## src/rtl/spi_fifo_pkg.sv

```systemverilog
// Package: shared constants for the SPI data FIFO pair.
// Holds the status-bit positions that the register decoder relies on and
// the host access width encoding.
package spi_fifo_pkg;

    localparam int ST_W       = 12;
    localparam int ST_TX_OVF  = 11;
    localparam int ST_TX_UNF  = 10;
    localparam int ST_RX_OVF  = 9;
    localparam int ST_RX_UNF  = 8;
    localparam int ST_TX_FULL = 7;
    localparam int ST_TX_EMP  = 6;
    localparam int ST_RX_FULL = 5;
    localparam int ST_RX_EMP  = 4;
    localparam int ST_TX_RDY  = 3;
    localparam int ST_RX_RDY  = 2;

    typedef enum logic {
        ACC_BYTE = 1'b0,
        ACC_WORD = 1'b1
    } acc_width_e;

endpackage

```

## src/rtl/spi_byte_queue.sv

```systemverilog
// Module: spi_byte_queue
// Circular byte queue with multi-byte push and pop. A push of push_n bytes
// is accepted only if that many bytes are free; a pop of pop_n bytes only if
// that many are held. Both are judged on the occupancy before the edge.
// Assumes DEPTH is a power of two and clear has priority over all access.
module spi_byte_queue #(
    parameter int DEPTH     = 8,
    parameter int PUSH_LN   = 4,
    parameter int POP_LN    = 1,
    localparam int AW       = $clog2(DEPTH),
    localparam int CW       = $clog2(DEPTH + 1),
    localparam int PUW      = $clog2(PUSH_LN + 1),
    localparam int POW      = $clog2(POP_LN + 1)
) (
    input  logic                 clk,
    input  logic                 rst_n,
    input  logic                 clear,
    input  logic                 push_req,
    input  logic [PUW-1:0]       push_n,
    input  logic [8*PUSH_LN-1:0] push_data,
    input  logic                 pop_req,
    input  logic [POW-1:0]       pop_n,
    output logic [8*POP_LN-1:0]  peek_data,
    output logic [CW-1:0]        count,
    output logic                 push_err,
    output logic                 pop_err
);

    logic [7:0]    mem [DEPTH];
    logic [AW-1:0] rd_ptr;
    logic [AW-1:0] wr_ptr;
    logic [CW-1:0] room;
    logic          push_ok;
    logic          pop_ok;

    // Acceptance decisions against the pre-edge occupancy.
    always_comb begin
        room     = CW'(DEPTH) - count;
        push_ok  = push_req && !clear && (room >= CW'(push_n));
        pop_ok   = pop_req && !clear && (count >= CW'(pop_n));
        push_err = push_req && !clear && !push_ok;
        pop_err  = pop_req && !clear && !pop_ok;
    end

    // Pointer and occupancy update.
    always_ff @(posedge clk) begin
        if (!rst_n || clear) begin
            rd_ptr <= '0;
            wr_ptr <= '0;
            count  <= '0;
        end else begin
            if (push_ok) wr_ptr <= wr_ptr + AW'(push_n);
            if (pop_ok)  rd_ptr <= rd_ptr + AW'(pop_n);
            count <= count + (push_ok ? CW'(push_n) : CW'(0))
                           - (pop_ok  ? CW'(pop_n)  : CW'(0));
        end
    end

    // Byte storage write, lane 0 lands at the write pointer.
    always_ff @(posedge clk) begin
        if (push_ok) begin
            for (int i = 0; i < PUSH_LN; i++) begin
                if (i < int'(push_n)) mem[wr_ptr + AW'(i)] <= push_data[8*i +: 8];
            end
        end
    end

    // Oldest bytes presented to the consumer, oldest in lane 0.
    for (genvar g = 0; g < POP_LN; g++) begin : g_peek
        assign peek_data[8*g +: 8] = mem[rd_ptr + AW'(g)];
    end

    // occupancy never exceeds the depth.
    assert_count_bound_R6: assert property (@(posedge clk) disable iff (!rst_n)
        count <= CW'(DEPTH));

    // a clear leaves the queue empty.
    assert_clear_empties_R11: assert property (@(posedge clk) disable iff (!rst_n)
        clear |=> (count == '0));

    // a rejected push with no pop leaves occupancy unchanged.
    assert_reject_keeps_R7: assert property (@(posedge clk) disable iff (!rst_n)
        (push_err && !pop_req) |=> $stable(count));

    // a rejected pop with no push leaves occupancy unchanged.
    assert_underflow_keeps_R10: assert property (@(posedge clk) disable iff (!rst_n)
        (pop_err && !push_req) |=> $stable(count));

endmodule

```

## src/rtl/spi_fifo_status.sv

```systemverilog
// Module: spi_fifo_status
// Builds the status word from the two occupancies and thresholds, and
// keeps the four sticky error flags. Errors arrive as single-cycle pulses;
// clear (the flush cycle) wins over a new error in the same cycle.
module spi_fifo_status
    import spi_fifo_pkg::*;
#(
    parameter int DEPTH = 8,
    parameter int THR_W = 3,
    localparam int CW   = $clog2(DEPTH + 1)
) (
    input  logic             clk,
    input  logic             rst_n,
    input  logic             clear,
    input  logic [CW-1:0]    tx_cnt,
    input  logic [CW-1:0]    rx_cnt,
    input  logic [THR_W-1:0] tx_thr,
    input  logic [THR_W-1:0] rx_thr,
    input  logic             tx_ovf_ev,
    input  logic             tx_unf_ev,
    input  logic             rx_ovf_ev,
    input  logic             rx_unf_ev,
    output logic [ST_W-1:0]  status
);

    logic [3:0]    sticky;
    logic [3:0]    events;
    logic [CW-1:0] tx_free;

    assign events  = {tx_ovf_ev, tx_unf_ev, rx_ovf_ev, rx_unf_ev};
    assign tx_free = CW'(DEPTH) - tx_cnt;

    // Sticky error capture, cleared by reset or flush only.
    always_ff @(posedge clk) begin
        if (!rst_n || clear) sticky <= '0;
        else                 sticky <= sticky | events;
    end

    // Status word assembly.
    always_comb begin
        status             = '0;
        status[ST_TX_OVF]  = sticky[3];
        status[ST_TX_UNF]  = sticky[2];
        status[ST_RX_OVF]  = sticky[1];
        status[ST_RX_UNF]  = sticky[0];
        status[ST_TX_FULL] = (tx_cnt == CW'(DEPTH));
        status[ST_TX_EMP]  = (tx_cnt == '0);
        status[ST_RX_FULL] = (rx_cnt == CW'(DEPTH));
        status[ST_RX_EMP]  = (rx_cnt == '0);
        status[ST_TX_RDY]  = (tx_free > CW'(tx_thr));
        status[ST_RX_RDY]  = (rx_cnt > CW'(rx_thr));
    end

    // error flags, once set, hold until a clear.
    assert_sticky_hold_R8: assert property (@(posedge clk) disable iff (!rst_n)
        !clear |=> ((sticky & $past(sticky)) == $past(sticky)));

    // a queue is never full and empty at once.
    assert_full_empty_excl_R6: assert property (@(posedge clk) disable iff (!rst_n)
        !(status[ST_TX_FULL] && status[ST_TX_EMP]) && !(status[ST_RX_FULL] && status[ST_RX_EMP]));

endmodule

```

## src/rtl/spi_fifo_pair.sv

```systemverilog
// Module: spi_fifo_pair
// Transmit and receive byte queues for an SPI shift engine, with a host side
// moving one or four bytes per access (little-endian) and an engine side
// moving one byte. A flush request is applied one cycle later and then the
// flush indicator drops by itself. Assumes host strobes are single-cycle.
module spi_fifo_pair
    import spi_fifo_pkg::*;
#(
    parameter int DEPTH      = 8,
    parameter int HOST_BYTES = 4,
    parameter int THR_W      = 3,
    localparam int HW        = 8 * HOST_BYTES,
    localparam int CW        = $clog2(DEPTH + 1),
    localparam int NW        = $clog2(HOST_BYTES + 1)
) (
    input  logic             clk,
    input  logic             rst_n,
    input  logic             acc_word,
    input  logic [THR_W-1:0] wr_thr,
    input  logic [THR_W-1:0] rd_thr,
    input  logic             flush_req,
    output logic             flush_busy,
    input  logic             host_wr_en,
    input  logic [HW-1:0]    host_wr_data,
    input  logic             host_rd_en,
    output logic [HW-1:0]    host_rd_data,
    input  logic             eng_tx_pop,
    output logic [7:0]       eng_tx_byte,
    input  logic             eng_rx_push,
    input  logic [7:0]       eng_rx_byte,
    output logic [ST_W-1:0]  fifo_status
);

    acc_width_e    acc_mode;
    logic [NW-1:0] host_n;
    logic [CW-1:0] tx_cnt;
    logic [CW-1:0] rx_cnt;
    logic [HW-1:0] rx_peek;
    logic          tx_ovf_ev;
    logic          tx_unf_ev;
    logic          rx_ovf_ev;
    logic          rx_unf_ev;

    assign acc_mode = acc_width_e'(acc_word);
    assign host_n   = (acc_mode == ACC_WORD) ? NW'(HOST_BYTES) : NW'(1);

    // Flush one-shot: set by request, dropped after its single active cycle.
    always_ff @(posedge clk) begin
        if (!rst_n) flush_busy <= 1'b0;
        else        flush_busy <= flush_req && !flush_busy;
    end

    // Transmit queue: host pushes one or four bytes, engine pops one.
    spi_byte_queue #(.DEPTH(DEPTH), .PUSH_LN(HOST_BYTES), .POP_LN(1)) u_txq (
        .clk       (clk),
        .rst_n     (rst_n),
        .clear     (flush_busy),
        .push_req  (host_wr_en),
        .push_n    (host_n),
        .push_data (host_wr_data),
        .pop_req   (eng_tx_pop),
        .pop_n     (1'b1),
        .peek_data (eng_tx_byte),
        .count     (tx_cnt),
        .push_err  (tx_ovf_ev),
        .pop_err   (tx_unf_ev)
    );

    // Receive queue: engine pushes one byte, host pops one or four.
    spi_byte_queue #(.DEPTH(DEPTH), .PUSH_LN(1), .POP_LN(HOST_BYTES)) u_rxq (
        .clk       (clk),
        .rst_n     (rst_n),
        .clear     (flush_busy),
        .push_req  (eng_rx_push),
        .push_n    (1'b1),
        .push_data (eng_rx_byte),
        .pop_req   (host_rd_en),
        .pop_n     (host_n),
        .peek_data (rx_peek),
        .count     (rx_cnt),
        .push_err  (rx_ovf_ev),
        .pop_err   (rx_unf_ev)
    );

    // Host read data: full word or lowest byte zero-extended.
    assign host_rd_data = (acc_mode == ACC_WORD) ? rx_peek : {{(HW-8){1'b0}}, rx_peek[7:0]};

    // Status word and sticky errors.
    spi_fifo_status #(.DEPTH(DEPTH), .THR_W(THR_W)) u_status (
        .clk       (clk),
        .rst_n     (rst_n),
        .clear     (flush_busy),
        .tx_cnt    (tx_cnt),
        .rx_cnt    (rx_cnt),
        .tx_thr    (wr_thr),
        .rx_thr    (rd_thr),
        .tx_ovf_ev (tx_ovf_ev),
        .tx_unf_ev (tx_unf_ev),
        .rx_ovf_ev (rx_ovf_ev),
        .rx_unf_ev (rx_unf_ev),
        .status    (fifo_status)
    );

    // the flush indicator lasts a single cycle.
    assert_flush_one_cycle_R11: assert property (@(posedge clk) disable iff (!rst_n)
        flush_busy |=> !flush_busy);

    // after the flush cycle both queues are empty and errors are clear.
    assert_flush_result_R11: assert property (@(posedge clk) disable iff (!rst_n)
        flush_busy |=> (fifo_status[ST_TX_EMP] && fifo_status[ST_RX_EMP]
                        && fifo_status[ST_TX_OVF:ST_RX_UNF] == 4'b0000));

endmodule

```

## config.mk

```make
export PLATFORM = sky130hd
export DESIGN_NAME = spi_fifo_pair
export DESIGN_NICKNAME = d
export VERILOG_FILES = /design/src/rtl/spi_fifo_pkg.sv /design/src/rtl/spi_byte_queue.sv /design/src/rtl/spi_fifo_status.sv /design/src/rtl/spi_fifo_pair.sv
export SDC_FILE = /design/constraint.sdc
export NUM_CORES = 1
export LEC_CHECK = 0
export BUFFER_PORTS_ARGS = -buffer_cell sky130_fd_sc_hd__buf_2
export CELL_PAD_IN_SITES_DETAIL_PLACEMENT = 1
export CELL_PAD_IN_SITES_GLOBAL_PLACEMENT = 2
export CORE_MARGIN = 8
export CORE_UTILIZATION = 25
export DETAILED_ROUTE_END_ITERATION = 8
export PLACE_DENSITY_LB_ADDON = 0.3
export SYNTH_ARGS = -nofsm -noshare
export SYNTH_HDL_FRONTEND = slang
export SYNTH_HIERARCHICAL = 1
export SYNTH_SLANG_ARGS = --single-unit
```

## constraint.sdc

```tcl
create_clock -name clk -period 5 [get_ports clk]
set_clock_uncertainty 0.1 [all_clocks]
set_input_delay 0.25 -clock clk [delete_from_list [all_inputs] [get_ports clk]]
set_output_delay 0.25 -clock clk [all_outputs]
set_load 0.01 [all_outputs]
```

# Yosys cells after proc, flatten, opt, wreduce, memory -nomap -nowiden

Memory sizes are Yosys's and may differ from the RTL's. A register that Yosys moved wholly into a read port is not among the register bits.
Index checks and enable logic that the tools add are counted.
W data, S select, Z words.

Order comparisons: 10
Add/sub/neg operators: 16
Mux-type cells: 24
Reduce and logical (&&, ||, !) cells: 22
Equal/unequal tests: 2
Bitwise operators: 1

Operators with widths:

| kind                  | number |
|---|---|
| $mux W32              | 1 |
| $mux W3               | 7 |
| $mux W1               | 16 |
| $logic_and A1 B1 Y1   | 13 |
| $add A3 B1 Y3 const B | 4 |
| $add A3 B2 Y3 const B | 4 |
| $add A4 B4 Y4         | 2 |
| $eq A4 B4 Y1 const B  | 2 |
| $ge A4 B1 Y1 const B  | 2 |
| $ge A4 B3 Y1          | 2 |
| $gt A4 B3 Y1          | 2 |
| $logic_not A4 Y1      | 2 |
| $sub A4 B4 Y4         | 2 |
| $sub A4 B4 Y4 const A | 2 |
| $add A3 B3 Y3         | 2 |
| $logic_not A1 Y1      | 6 |
| $lt A1 B3 Y1 const A  | 2 |
| $lt A2 B3 Y1 const A  | 2 |
| $or A4 B4 Y4          | 1 |
| $logic_or A1 B1 Y1    | 1 |

Input port bits: 54
Output and inout bits: 53
Register bits: 25
Memories kept: 2
Memory bits (writable): 128

Memory list:

| memory    | depth | width | rd ports | clocked after memory_dff | wr ports | line                 | RTL |
|---|---|---|---|---|---|---|---|
| u_rxq.mem | 8     | 8     | 4        | 1                        | 1        | spi_byte_queue.sv:29 | `logic [7:0] mem [DEPTH];` |
| u_txq.mem | 8     | 8     | 1        | 1                        | 4        | spi_byte_queue.sv:29 |  |

# Longest topological paths before layout

Depth in word-level cells: 6
Mapped depth: 16

# By module

Netlist, hierarchy kept.

By module, submodules not included:

| module                  | seq. area each (um^2) | cells each | area an instance (um^2) | instances |
|---|---|---|---|---|
| spi_byte_queue at u_txq | 2182.1                | 513        | 5597.9                  | 1 |
| spi_byte_queue at u_rxq | 2182.1                | 320        | 4677.0                  | 1 |
| spi_fifo_status         | 80.1                  | 47         | 362.8                   | 1 |
| spi_fifo_pair           | 20.0                  | 31         | 226.5                   | 1 |

# Worst setup path after synthesis

Ideal clock, no wire load.

Path type: reg2reg
From: reg u_txq.count[0]
To: mem u_txq.mem[4][0], enable pin
Library setup time: 0.404 ns
Setup slack: 1.396 ns
Cell stages (with the launch flop): 10
Buffers on the path: 0
Period minus slack after synthesis: 3.604 ns
Arrival: 3.100 ns
Path through: dfxtp_1 > inv_1 > ha_1 > xnor2_1 > ha_1 > and2b_1 > mux2_2 > a21oi_4 > o31ai_1 > o311ai_0

RTL lines:

| element                | line                 | RTL |
|---|---|---|
| start, declared        | spi_byte_queue.sv:24 | `output logic [CW-1:0] count,` |
| start signal, assigned | spi_byte_queue.sv:54 | `count <= count + (push_ok ? CW'(push_n) : CW'(0))` |
| end, declared          | spi_byte_queue.sv:29 |  |

==> results.md <==
- Crit path max-delay family: compound AO/OA/AOI/OAI gates
- Final Cell Area: between 10000 and 15000 um2
- Count of cell types in the netlist: 71
- Crit-path cells: inv_1 > ha_1 > xnor2_1 > ha_1 > and2b_1 > mux2i_4 > o21ai_0 > o31a_1 > o211ai_1 > buf_4
- # DRC: 0
- Most common cell after layout, fill and taps aside: edfxtp_1
- Effective utilization at floorplan: 25.3%
- Maximum achievable frequency: 260 MHz
- Share of cells above drive strength 1: between 30% and 40%
- Clock Path Buffers: 2
- Vias per inst: 4.90
- Via count: 7842
- # IOs: 107
- Register area: 4470 um2
- Fin nets: 1099
- Worst-Skew Late Latency: 430 ps
- Finished Core Util: 29.5%
- Pin count of the biggest net entering global routing: 33
- Critical Path AT: 3870 ps
- Critical path origin: u_txq/count[0]
- Post-synth top area cell: edfxtp_1
- Starting DRT DRC Count: ~360
- Fin crit share: 76.8%
- H-tree Lvls: 4
- Least-Margin Pin Slew: 1160 ps
- Filler instances: 4782
- CTS Sinks: 159
- Placed instance area: 12000 um2
- Die area: around 50000 um2
- Worst path slowest cell: mux2i_4
- Setup CP Type: flop to flop
- CP most frequent cell: ha_1
- Area growth, synth to finish: 16.6%
- Syn_area_per_cell: 11.9 um2
- CTS clk-pin slew, worst paths: around 70 ps
- Die X: around 220 um
- Switching part of the total: approximately 36%
- Synth async-reset ratio: 0%
- First-pass GRT wire length: 52.7 mm
- Leak: 4.76 nW
- Worst Setup End Kind: flop
- Crit path time final: about 3800 ps
- Multi-input logic area: 5960 um2
- RePlAce Congestion: about 0.8
- Top-area cell type share of the netlist area: 35.4%
- Seq/Total Area, Yosys: 41.1%
- # diodes: 0
- Outcome: finished, final reports clean
- CP peak stage delay: 740 ps
- Post-synth EDFFs: roughly 130
- HPWL after DPL: about 26 mm
- Vias in the first global route: roughly 8.5k
- Gr ovfl total: 0
- Core Region: 43000 um2
- Final Hold Viols: 0
- RSZ-0062 raised after global routing: false
- Most frequent cells in the layout: edfxtp_1 (128), buf_2 (104), a21oi_1 (78)
- DR WL/cell: 21.4 um
- Hold WS: 73.7 ps
- Initial DRT Pass Iterations: 5
- Slew Viols, Final: 0
- Num CTS Buffers: 17
- Setup TNS: 0 ps
- IO buf count: 104
- Syn Std Cell Area: 10900 um2
- Clk pwr share: between 20 and 30%
- HP Class: input pin to flop
- Row cnt: 76
- DIE HEIGHT: 224 um
- Clock root buffer: clkbuf_16
- CP Buf/Inv Count: 2
- Required time of the critical path: 5030 ps
- Startpoint types: flop
- Crit Path Max Fanout: 25
- P_int: 3.17 mW
- Crit Reg-Reg Startpoint: u_txq/count[0]
- Ys flop type: edfxtp_1
- Top area cells in the synthesized netlist: edfxtp_1 (35%), mux4_2 (12%), mux2i_1 (7.0%)
- GRT Total Usage: 13.6%
- Reg power frac: 35.6%
- Setup violators final: 0
- Synth Instances: roughly 910
- Comb power frac: 38.7%
- Synth warnings: 6
- #FFs+latches synth: roughly 160
- Relative slew slack: 21.7%
- Post-Route WL: 34.3 mm
- Psw: approximately 1.8 mW
- Final ANT Viol Nets: 0
- Peak VDD IR: 233 uV
- Hold Crit Start: eng_rx_byte[3]
- Design Power: 4.98 mW
- CTS tree: built
- Antenna violations before repair: 0
- Power density over cell area: 393 nW/um2
- Maxcap violations: 0
## stage by stage
stage | setup slack [ps] | cells
3_5_place_dp | 1220 | 1560
5_1_grt | 966 | 1600
6_report | 1160 | 1600
4_1_cts | 1180 | 1600
3_3_place_gp | 1290 | 1560
2_1_floorplan | 1400 | 925
## state kept, by name (all words and copies together), names as in the netlist, named ones only
register,flops
u_txq/rd_ptr,3
u_rxq/wr_ptr,3
u_rxq/count,4
u_status/sticky,4
flush_busy,1
u_txq/wr_ptr,3
u_txq/mem,64
u_rxq/rd_ptr,3
u_txq/count,4
u_rxq/mem,64
## synth_stat cells (15+ instances only)
| cell | instances |
|---|---|
| a21oi_1 | 78 |
| nor2_1 | 39 |
| ha_1 | 39 |
| dfxtp_1 | 31 |
| and2_1 | 15 |
| o22ai_1 | 60 |
| clkbuf_1 | 26 |
| buf_1 | 22 |
| mux2i_1 | 76 |
| o21ai_0 | 22 |
| nand2b_1 | 18 |
| inv_1 | 35 |
| mux2_2 | 49 |
| mux4_2 | 59 |
| edfxtp_1 | 128 |
| nand2_1 | 30 |
## worst reg2reg max path, cell delays in order (launching register included)
cell	delay, ps
dfxtp_1	460
inv_1	130
ha_1	220
xnor2_1	160
ha_1	180
and2b_1	210
mux2i_4	740
o21ai_0	420
o31a_1	520
o211ai_1	180
buf_4	220
## path summary, 6_finish.rpt
kind / cells past startpoint / to / slack, ps
worst max register to register: 10 / u_txq/mem[3][6] / 1160
worst max-delay path: 10 / u_txq/mem[3][6] / 1160
worst min-delay path: 1 / u_rxq/mem[4][3] / 70
worst min register to register: 2 / u_status/sticky[1] / 380
## layer usage
layer	track usage, %	vias up	wire [um]
met5	0	-	0
met4	3.73	0	500
met3	2.40	31	1360
met2	23.5	174	17000
met1	17.2	3967	15400
li1	-	3670	-
## power groups by stage
stage                     Combinational (mW)  Clock [mW]  Sequential (mW)
after floorplan                         1.43           0             1.72
after global placement                  1.92           0             1.80
after detailed placement                1.94           0             1.80
after CTS                               1.96        1.32             1.77
after global routing                    2.13        1.37             1.79
final                                   1.93        1.28             1.77
## logic make-up (layout without fill, tap and decap cells)
kind of cell / count (synthesis) / in the layout / share of synthesized area [%]
buffers and inverters: 117 / 207 / 4.96
DFF: 159 / 159 / 41.1
muxes: 185 / 185 / 24.5
xor gates and xnor gates: 19 / 19 / 1.84
and+or+nand+nor: 161 / 161 / 8.06
other: 3 / 17 / 0.104
AOI/OAI and AO/OA: 224 / 224 / 14.2
adders and majority gates: 43 / 43 / 5.23
## layout make-up
cell class	count	share of cell area, %
timing repair buffer	138	6.28
clock buffer	21	3.56
inverter	37	1.10
clock inverter	11	0.939
tap	585	5.78
sequential	159	35.3
multi-input combinational	649	47.1
## timing repair
item	in CTS	in global routing
setup buffers	0	0
endpoints found under the hold margin	47	0
gates resized for setup	0	0
hold buffers	8	0
(Power assumes the default switching activity.)
